==> config.mk <==
export PLATFORM = sky130hd
export DESIGN_NAME = offset_trim_cal
export DESIGN_NICKNAME = d
export VERILOG_FILES = /design/src/rtl/otc_pkg.sv /design/src/rtl/otc_settle_timer.sv /design/src/rtl/otc_trim_table.sv /design/src/rtl/otc_search_fsm.sv /design/src/rtl/offset_trim_cal.sv
export SDC_FILE = /design/constraint.sdc
export NUM_CORES = 2
export LEC_CHECK = 0
export BUFFER_PORTS_ARGS = -buffer_cell sky130_fd_sc_hd__buf_2
export CORE_AREA = 2 2 540 676
export CTS_CLUSTER_SIZE = 40
export DETAILED_ROUTE_END_ITERATION = 16
export DIE_AREA = 0 0 542 678
export PLACE_DENSITY = 0.6
export SETUP_SLACK_MARGIN = 0.3
export SYNTH_ARGS = -nofsm -noshare
export SYNTH_HDL_FRONTEND = slang
export SYNTH_SLANG_ARGS = --single-unit
==> constraint.sdc <==
create_clock -name clk_i -period 5.15 [get_ports clk_i]
set_input_delay 0.7725 -clock clk_i [delete_from_list [all_inputs] [get_ports clk_i]]
set_output_delay 0.7725 -clock clk_i [all_outputs]
set_load 0.01 [all_outputs]
==> src/rtl/otc_pkg.sv <==
package otc_pkg;

  localparam int CH_N_DEF     = 256;
  localparam int CODE_W_DEF   = 11;
  localparam int CODE_MAX_DEF = 2000;
  localparam int SMP_W_DEF    = 12;
  localparam int SET_W_DEF    = 8;

  typedef enum logic {
    ST_IDLE = 1'b0,
    ST_RAMP = 1'b1
  } cal_state_e;

  // Decision: is the channel output still under the target level?
  function automatic logic below_target(input logic        use_flag,
                                        input logic        flag,
                                        input logic [31:0] sample,
                                        input logic [31:0] target);
    return use_flag ? flag : (sample < target);
  endfunction

  // Code has reached the top of the DAC range
  function automatic logic at_ceiling(input logic [31:0] code,
                                      input logic [31:0] cmax);
    return code >= cmax;
  endfunction

endpackage

==> src/rtl/otc_settle_timer.sv <==
module otc_settle_timer #(
  parameter int SET_W = otc_pkg::SET_W_DEF
) (
  input  logic             clk_i,
  input  logic             rst_ni,
  input  logic             reload_i,
  input  logic [SET_W-1:0] settle_i,
  output logic             expire_o
);

  logic [SET_W-1:0] cnt_q;

  always_ff @(posedge clk_i) begin
    if (!rst_ni) begin
      cnt_q <= '0;
    end else if (reload_i) begin
      cnt_q <= settle_i;
    end else if (cnt_q != '0) begin
      cnt_q <= cnt_q - SET_W'(1);
    end
  end

  assign expire_o = (cnt_q == '0);

endmodule

==> src/rtl/otc_trim_table.sv <==
module otc_trim_table #(
  parameter int CH_N   = otc_pkg::CH_N_DEF,
  parameter int CODE_W = otc_pkg::CODE_W_DEF,
  localparam int CH_W  = $clog2(CH_N)
) (
  input  logic              clk_i,
  input  logic              rst_ni,
  input  logic              wr_en_i,
  input  logic [CH_W-1:0]   wr_addr_i,
  input  logic [CODE_W-1:0] wr_data_i,
  input  logic [CH_W-1:0]   rd_addr_i,
  output logic [CODE_W-1:0] rd_data_o
);

  logic [CODE_W-1:0] mem_q [CH_N];
  logic [CODE_W-1:0] rd_q;

  always_ff @(posedge clk_i) begin
    if (!rst_ni) begin
      for (int i = 0; i < CH_N; i++) mem_q[i] <= '0;
    end else if (wr_en_i) begin
      mem_q[wr_addr_i] <= wr_data_i;
    end
  end

  // registered lookup: valid one clock ahead of the channel enable
  always_ff @(posedge clk_i) begin
    if (!rst_ni) rd_q <= '0;
    else         rd_q <= mem_q[rd_addr_i];
  end

  assign rd_data_o = rd_q;

endmodule

==> src/rtl/otc_search_fsm.sv <==
module otc_search_fsm #(
  parameter int CH_N     = otc_pkg::CH_N_DEF,
  parameter int CODE_W   = otc_pkg::CODE_W_DEF,
  parameter int CODE_MAX = otc_pkg::CODE_MAX_DEF,
  localparam int CH_W    = $clog2(CH_N)
) (
  input  logic              clk_i,
  input  logic              rst_ni,
  input  logic              start_i,
  input  logic              below_i,
  input  logic              expire_i,
  output logic              busy_o,
  output logic              done_o,
  output logic              fail_o,
  output logic [CODE_W-1:0] code_o,
  output logic [CH_W-1:0]   ch_o,
  output logic              reload_o,
  output logic              wr_en_o,
  output logic [CH_W-1:0]   wr_addr_o,
  output logic [CODE_W-1:0] wr_data_o,
  output logic              step_ev_o,
  output logic              lock_ev_o
);
  import otc_pkg::*;

  localparam logic [CH_W-1:0] LAST_CH = CH_W'(CH_N - 1);

  cal_state_e        state_q;
  logic [CODE_W-1:0] code_q;
  logic [CH_W-1:0]   ch_q;
  logic              done_q, fail_q;

  logic busy, start_ev, top_hit, step_ev, lock_ev, fail_ev, last_ch;

  assign busy     = (state_q == ST_RAMP);
  assign start_ev = start_i && !busy;
  assign top_hit  = at_ceiling(32'(code_q), 32'(CODE_MAX));
  assign step_ev  = busy && expire_i && below_i && !top_hit;
  assign lock_ev  = busy && expire_i && !(below_i && !top_hit);
  assign fail_ev  = lock_ev && below_i;
  assign last_ch  = (ch_q == LAST_CH);

  always_ff @(posedge clk_i) begin
    if (!rst_ni) begin
      state_q <= ST_IDLE;
      code_q  <= '0;
      ch_q    <= '0;
      done_q  <= 1'b0;
      fail_q  <= 1'b0;
    end else if (start_ev) begin
      state_q <= ST_RAMP;
      code_q  <= '0;
      ch_q    <= '0;
      done_q  <= 1'b0;
      fail_q  <= 1'b0;
    end else if (step_ev) begin
      code_q <= code_q + CODE_W'(1);
    end else if (lock_ev) begin
      if (fail_ev) fail_q <= 1'b1;
      if (last_ch) begin
        state_q <= ST_IDLE;
        done_q  <= 1'b1;
      end else begin
        ch_q   <= ch_q + CH_W'(1);
        code_q <= '0;
      end
    end
  end

  assign busy_o    = busy;
  assign done_o    = done_q;
  assign fail_o    = fail_q;
  assign code_o    = code_q;
  assign ch_o      = ch_q;
  assign reload_o  = start_ev || step_ev || (lock_ev && !last_ch);
  assign wr_en_o   = lock_ev;
  assign wr_addr_o = ch_q;
  assign wr_data_o = code_q;
  assign step_ev_o = step_ev;
  assign lock_ev_o = lock_ev;


  step_inc_chk: assert property (@(posedge clk_i) disable iff (!rst_ni)
    step_ev |=> (code_q == $past(code_q) + CODE_W'(1)) && (ch_q == $past(ch_q)));


  lock_next_chk: assert property (@(posedge clk_i) disable iff (!rst_ni)
    (lock_ev && !last_ch) |=> (code_q == '0) && (ch_q == $past(ch_q) + CH_W'(1)));


  start_ignored_chk: assert property (@(posedge clk_i) disable iff (!rst_ni)
    (busy && start_i && !step_ev && !lock_ev) |=> busy && $stable(ch_q) && $stable(code_q));


  done_rise_chk: assert property (@(posedge clk_i) disable iff (!rst_ni)
    $rose(done_q) |-> $fell(state_q == ST_RAMP));

endmodule

==> src/rtl/offset_trim_cal.sv <==
module offset_trim_cal #(
  parameter int CH_N     = otc_pkg::CH_N_DEF,
  parameter int CODE_W   = otc_pkg::CODE_W_DEF,
  parameter int CODE_MAX = otc_pkg::CODE_MAX_DEF,
  parameter int SMP_W    = otc_pkg::SMP_W_DEF,
  parameter int SET_W    = otc_pkg::SET_W_DEF,
  localparam int CH_W    = $clog2(CH_N)
) (
  input  logic              clk_i,
  input  logic              rst_ni,
  input  logic              start_i,
  input  logic              cmp_src_i,
  input  logic              below_i,
  input  logic [SMP_W-1:0]  sample_i,
  input  logic [SMP_W-1:0]  target_i,
  input  logic [SET_W-1:0]  settle_i,
  input  logic [CH_W-1:0]   scan_ch_i,
  output logic [CODE_W-1:0] trim_o,
  output logic [CH_W-1:0]   cal_ch_o,
  output logic              busy_o,
  output logic              done_o,
  output logic              fail_o
);
  import otc_pkg::*;

  logic              below_sel, expire, reload;
  logic              busy, done, fail, step_ev, lock_ev;
  logic              wr_en;
  logic [CH_W-1:0]   wr_addr, ch;
  logic [CODE_W-1:0] wr_data, code, replay;

  assign below_sel = below_target(cmp_src_i, below_i, 32'(sample_i), 32'(target_i));

  otc_settle_timer #(.SET_W(SET_W)) timer_i (
    .clk_i    (clk_i),
    .rst_ni   (rst_ni),
    .reload_i (reload),
    .settle_i (settle_i),
    .expire_o (expire)
  );

  otc_search_fsm #(.CH_N(CH_N), .CODE_W(CODE_W), .CODE_MAX(CODE_MAX)) fsm_i (
    .clk_i     (clk_i),
    .rst_ni    (rst_ni),
    .start_i   (start_i),
    .below_i   (below_sel),
    .expire_i  (expire),
    .busy_o    (busy),
    .done_o    (done),
    .fail_o    (fail),
    .code_o    (code),
    .ch_o      (ch),
    .reload_o  (reload),
    .wr_en_o   (wr_en),
    .wr_addr_o (wr_addr),
    .wr_data_o (wr_data),
    .step_ev_o (step_ev),
    .lock_ev_o (lock_ev)
  );

  otc_trim_table #(.CH_N(CH_N), .CODE_W(CODE_W)) table_i (
    .clk_i     (clk_i),
    .rst_ni    (rst_ni),
    .wr_en_i   (wr_en),
    .wr_addr_i (wr_addr),
    .wr_data_i (wr_data),
    .rd_addr_i (scan_ch_i),
    .rd_data_o (replay)
  );

  assign trim_o   = busy ? code : replay;
  assign cal_ch_o = ch;
  assign busy_o   = busy;
  assign done_o   = done;
  assign fail_o   = fail;


  done_busy_excl_chk: assert property (@(posedge clk_i) disable iff (!rst_ni)
    !(done && busy));


  code_range_chk: assert property (@(posedge clk_i) disable iff (!rst_ni)
    busy |-> (code <= CODE_W'(CODE_MAX)));


  settle_hold_chk: assert property (@(posedge clk_i) disable iff (!rst_ni)
    (busy && $past(busy) && !$past(expire)) |-> ($stable(code) && $stable(ch)));


  lock_write_chk: assert property (@(posedge clk_i) disable iff (!rst_ni)
    lock_ev |-> (wr_en && !step_ev));

endmodule

==> run metrics <==
status=completed; first-pass GRT wire length=598000 um; Pins Over Slew Limit=0; TNS Setup=0 ns; worst min-delay path class=input pin to flip-flop; CTS Buf Count=274; met2 global-route usage=37.0%; R2R Path End=table_i.mem_q[198][7]; I/O Buffers=66; nets=9396; worst skew pair latency=0.89 ns; final instance area=between 0.1 and 0.15 sq mm; CP endpoint kind=flip-flop; required time worst endpoint=5.81 ns; Top Ports=67; crit path DAT=about 5.0 ns; layout cells sized above 1=17.8%; Worst Path Max Fanout=96; met1 usage=26.3%; Die X=542 um; fill count=between 30000 and 40000; DRT iter0 DRCs=11700; DRT Wirelength=425000 um; Max-Cap Viols=0; clock skew=~0.073 ns; CTS tree=done; critical path class=flip-flop to flip-flop; # hold bufs at CTS=0; synth-to-layout area growth=13.6%; pwr dens=356 mW/mm^2; syn_area_per_cell=13.6 sq um; number of post-CTS setup repair buffers=0; worst-margin pin slew=1.32 ns; Post-Syn Nets=9291; Row Count=247; hold slack final=0.132 ns; register area share after synthesis=67.9%; EDFF count, synth=2816; Peak Freq=0.231 GHz; clk slew on worst S/H paths=0.07 ns; leakage=44.5 nW; VDD IR max=0.298 mV; Worst Slack Setup Final=roughly 0.83 ns; Vias=82300; area share of the largest cell type after synthesis=67.3%; Post-Syn Instances=9228; Starting Density=34.8%; commonest non-fill, non-tap cell in the layout=edfxtp_1; WHS Endpoint=fsm_i.busy_o; R2R Path Start=timer_i.cnt_q[0]; hold path depth=3; Setup crit start kind=flip-flop; core footprint=between 0.3 and 0.4 sq mm; GRT Util Overall=22.6%; vias in the first global route=82300; worst relative slew slack=around an eighth; # DRC=0; gr busiest metal=met2; R2R cell count=11; DP Wirelength=around 280000 um; first-pass detailed-route iteration total=6; largest net degree at the start of global routing=180; Netlist cell types=a little under 70; yosys warns=0; Post-Syn Area=0.126 sq mm; top cells by area, synth=edfxtp_1, mux4_2, nor2_1; Synth async-reset ratio=0%; DR WL/cell=29.7 um; Final Hold Viols=0; Vias/cell=5.77; period utilisation layout=a little over four fifths; Die Area=about 0.37 sq mm; largest area contributor in the netlist=edfxtp_1; Routability Congestion=~0.94; Min Clock Period, post-route=4.32 ns; overall power=0.0509 W; Clock Sinks=2857; #FFs+latches synth=around 2900; Antenna Nets Post-Route=0; Finish-stage setup viols=0; area post-placement=around 0.13 sq mm; r2r setup slk=between 0.8 and 0.9 ns; Top FF cell, synth=edfxtp_1; post_cts resized=0; global route total overflow=0; H-tree depth=5; dpl ws=0.503 ns; DIE HEIGHT=678 um; CTS max path bufs=4; Root Driver=clkbuf_16; worst hold start=start_i; M3 GR Usage=4.47%; initial antenna violation count=19; most frequent cells in the layout=edfxtp_1, nor2_1, buf_4; RSZ-0062 raised after global routing=false
==> power by group <==
part	total [W]	switching (W)	internal [W]
Combinational	0.00381	0.00242	0.00139
Sequential	0.0269	0.000349	0.0265
Clock	0.0202	0.00884	0.0113
Total	0.0509	0.0116	0.0393
==> per-layer routing <==
metal | wire, um | share of wire [%]
met5 | 92 | 0.022
met4 | 36800 | 8.7
met3 | 40700 | 9.6
met2 | 203000 | 48
met1 | 144000 | 34
==> flip-flops by register name, indices dropped and copies added, names as in the netlist <==
| name | flops |
|---|---|
| table_i.mem_q | 2816 |
| fsm_i.code_o | 11 |
| table_i.rd_data_o | 11 |
| fsm_i.ch_o | 8 |
| timer_i.cnt_q | 8 |
| fsm_i.busy_o | 1 |
| fsm_i.done_o | 1 |
| fsm_i.fail_o | 1 |
==> worst max path at each step <==
stage,endpoint,from,cells after the start,slack [ns]
floorplan,table_i.mem_q[179][0],target_i[11],11,1.02
global placement,table_i.rd_data_o[7],scan_ch_i[0],9,0.46
detailed placement,table_i.rd_data_o[7],scan_ch_i[0],9,0.50
CTS,table_i.mem_q[22][9],timer_i.cnt_q[0],10,0.95
global route,table_i.mem_q[90][8],timer_i.cnt_q[0],11,0.77
finish,table_i.mem_q[198][7],timer_i.cnt_q[0],11,0.83
==> cell type report <==
cell class                      count  area (sq um)  area share, %
Sequential cell                  2857         85400           59.8
Multi-Input combinational cell   5485         37000           25.9
Clock buffer                      349          7460           5.22
Tap cell                         4731          5920           4.15
Timing Repair Buffer              696          5740           4.02
Clock inverter                    126          1170          0.820
Inverter                           19          78.8         0.0552
Antenna cell                       11          27.5         0.0193
==> stage by stage <==
stage,instances,util [%]
6_report,14300,39.6
2_1_floorplan,9228,-
5_1_grt,14300,39.5
3_5_place_dp,13800,37.2
3_3_place_gp,13800,37.2
4_1_cts,14300,39.5
==> synthesized netlist by cell type, drive strengths merged (20+ instances only) <==
| cell type | number |
|---|---|
| a21oi | 30 |
| a22oi | 46 |
| and2 | 32 |
| and3 | 20 |
| buf | 297 |
| clkbuf | 570 |
| dfxtp | 41 |
| edfxtp | 2816 |
| mux2i | 424 |
| mux4 | 549 |
| nand2 | 574 |
| nand3 | 49 |
| nor2 | 2483 |
| nor3 | 494 |
| o21ai | 322 |
| o22ai | 224 |
==> kinds of logic after synthesis <==
| kind of cell | share of synthesized area (%) |
|---|---|
| and+or+nand+nor | 12.1 |
| DFF | 67.9 |
| muxes | 13.3 |
| buffers and inverters | 2.88 |
| AOI/OAI and AO/OA | 3.44 |
| xor gates and xnor gates | 0.125 |
| adders and majority gates | 0.179 |
==> critical path, stage by stage, from the launching register on <==
cell,delay (ns)
dfxtp_1,0.33
inv_1,0.06
ha_1,0.18
or4b_4,0.52
nor4_4,0.47
nand2_1,0.29
a31oi_4,0.80
buf_4,0.40
buf_4,0.19
nand2_4,0.05
buf_12,0.19
nor2_1,0.28
(Power assumes the default switching activity.)
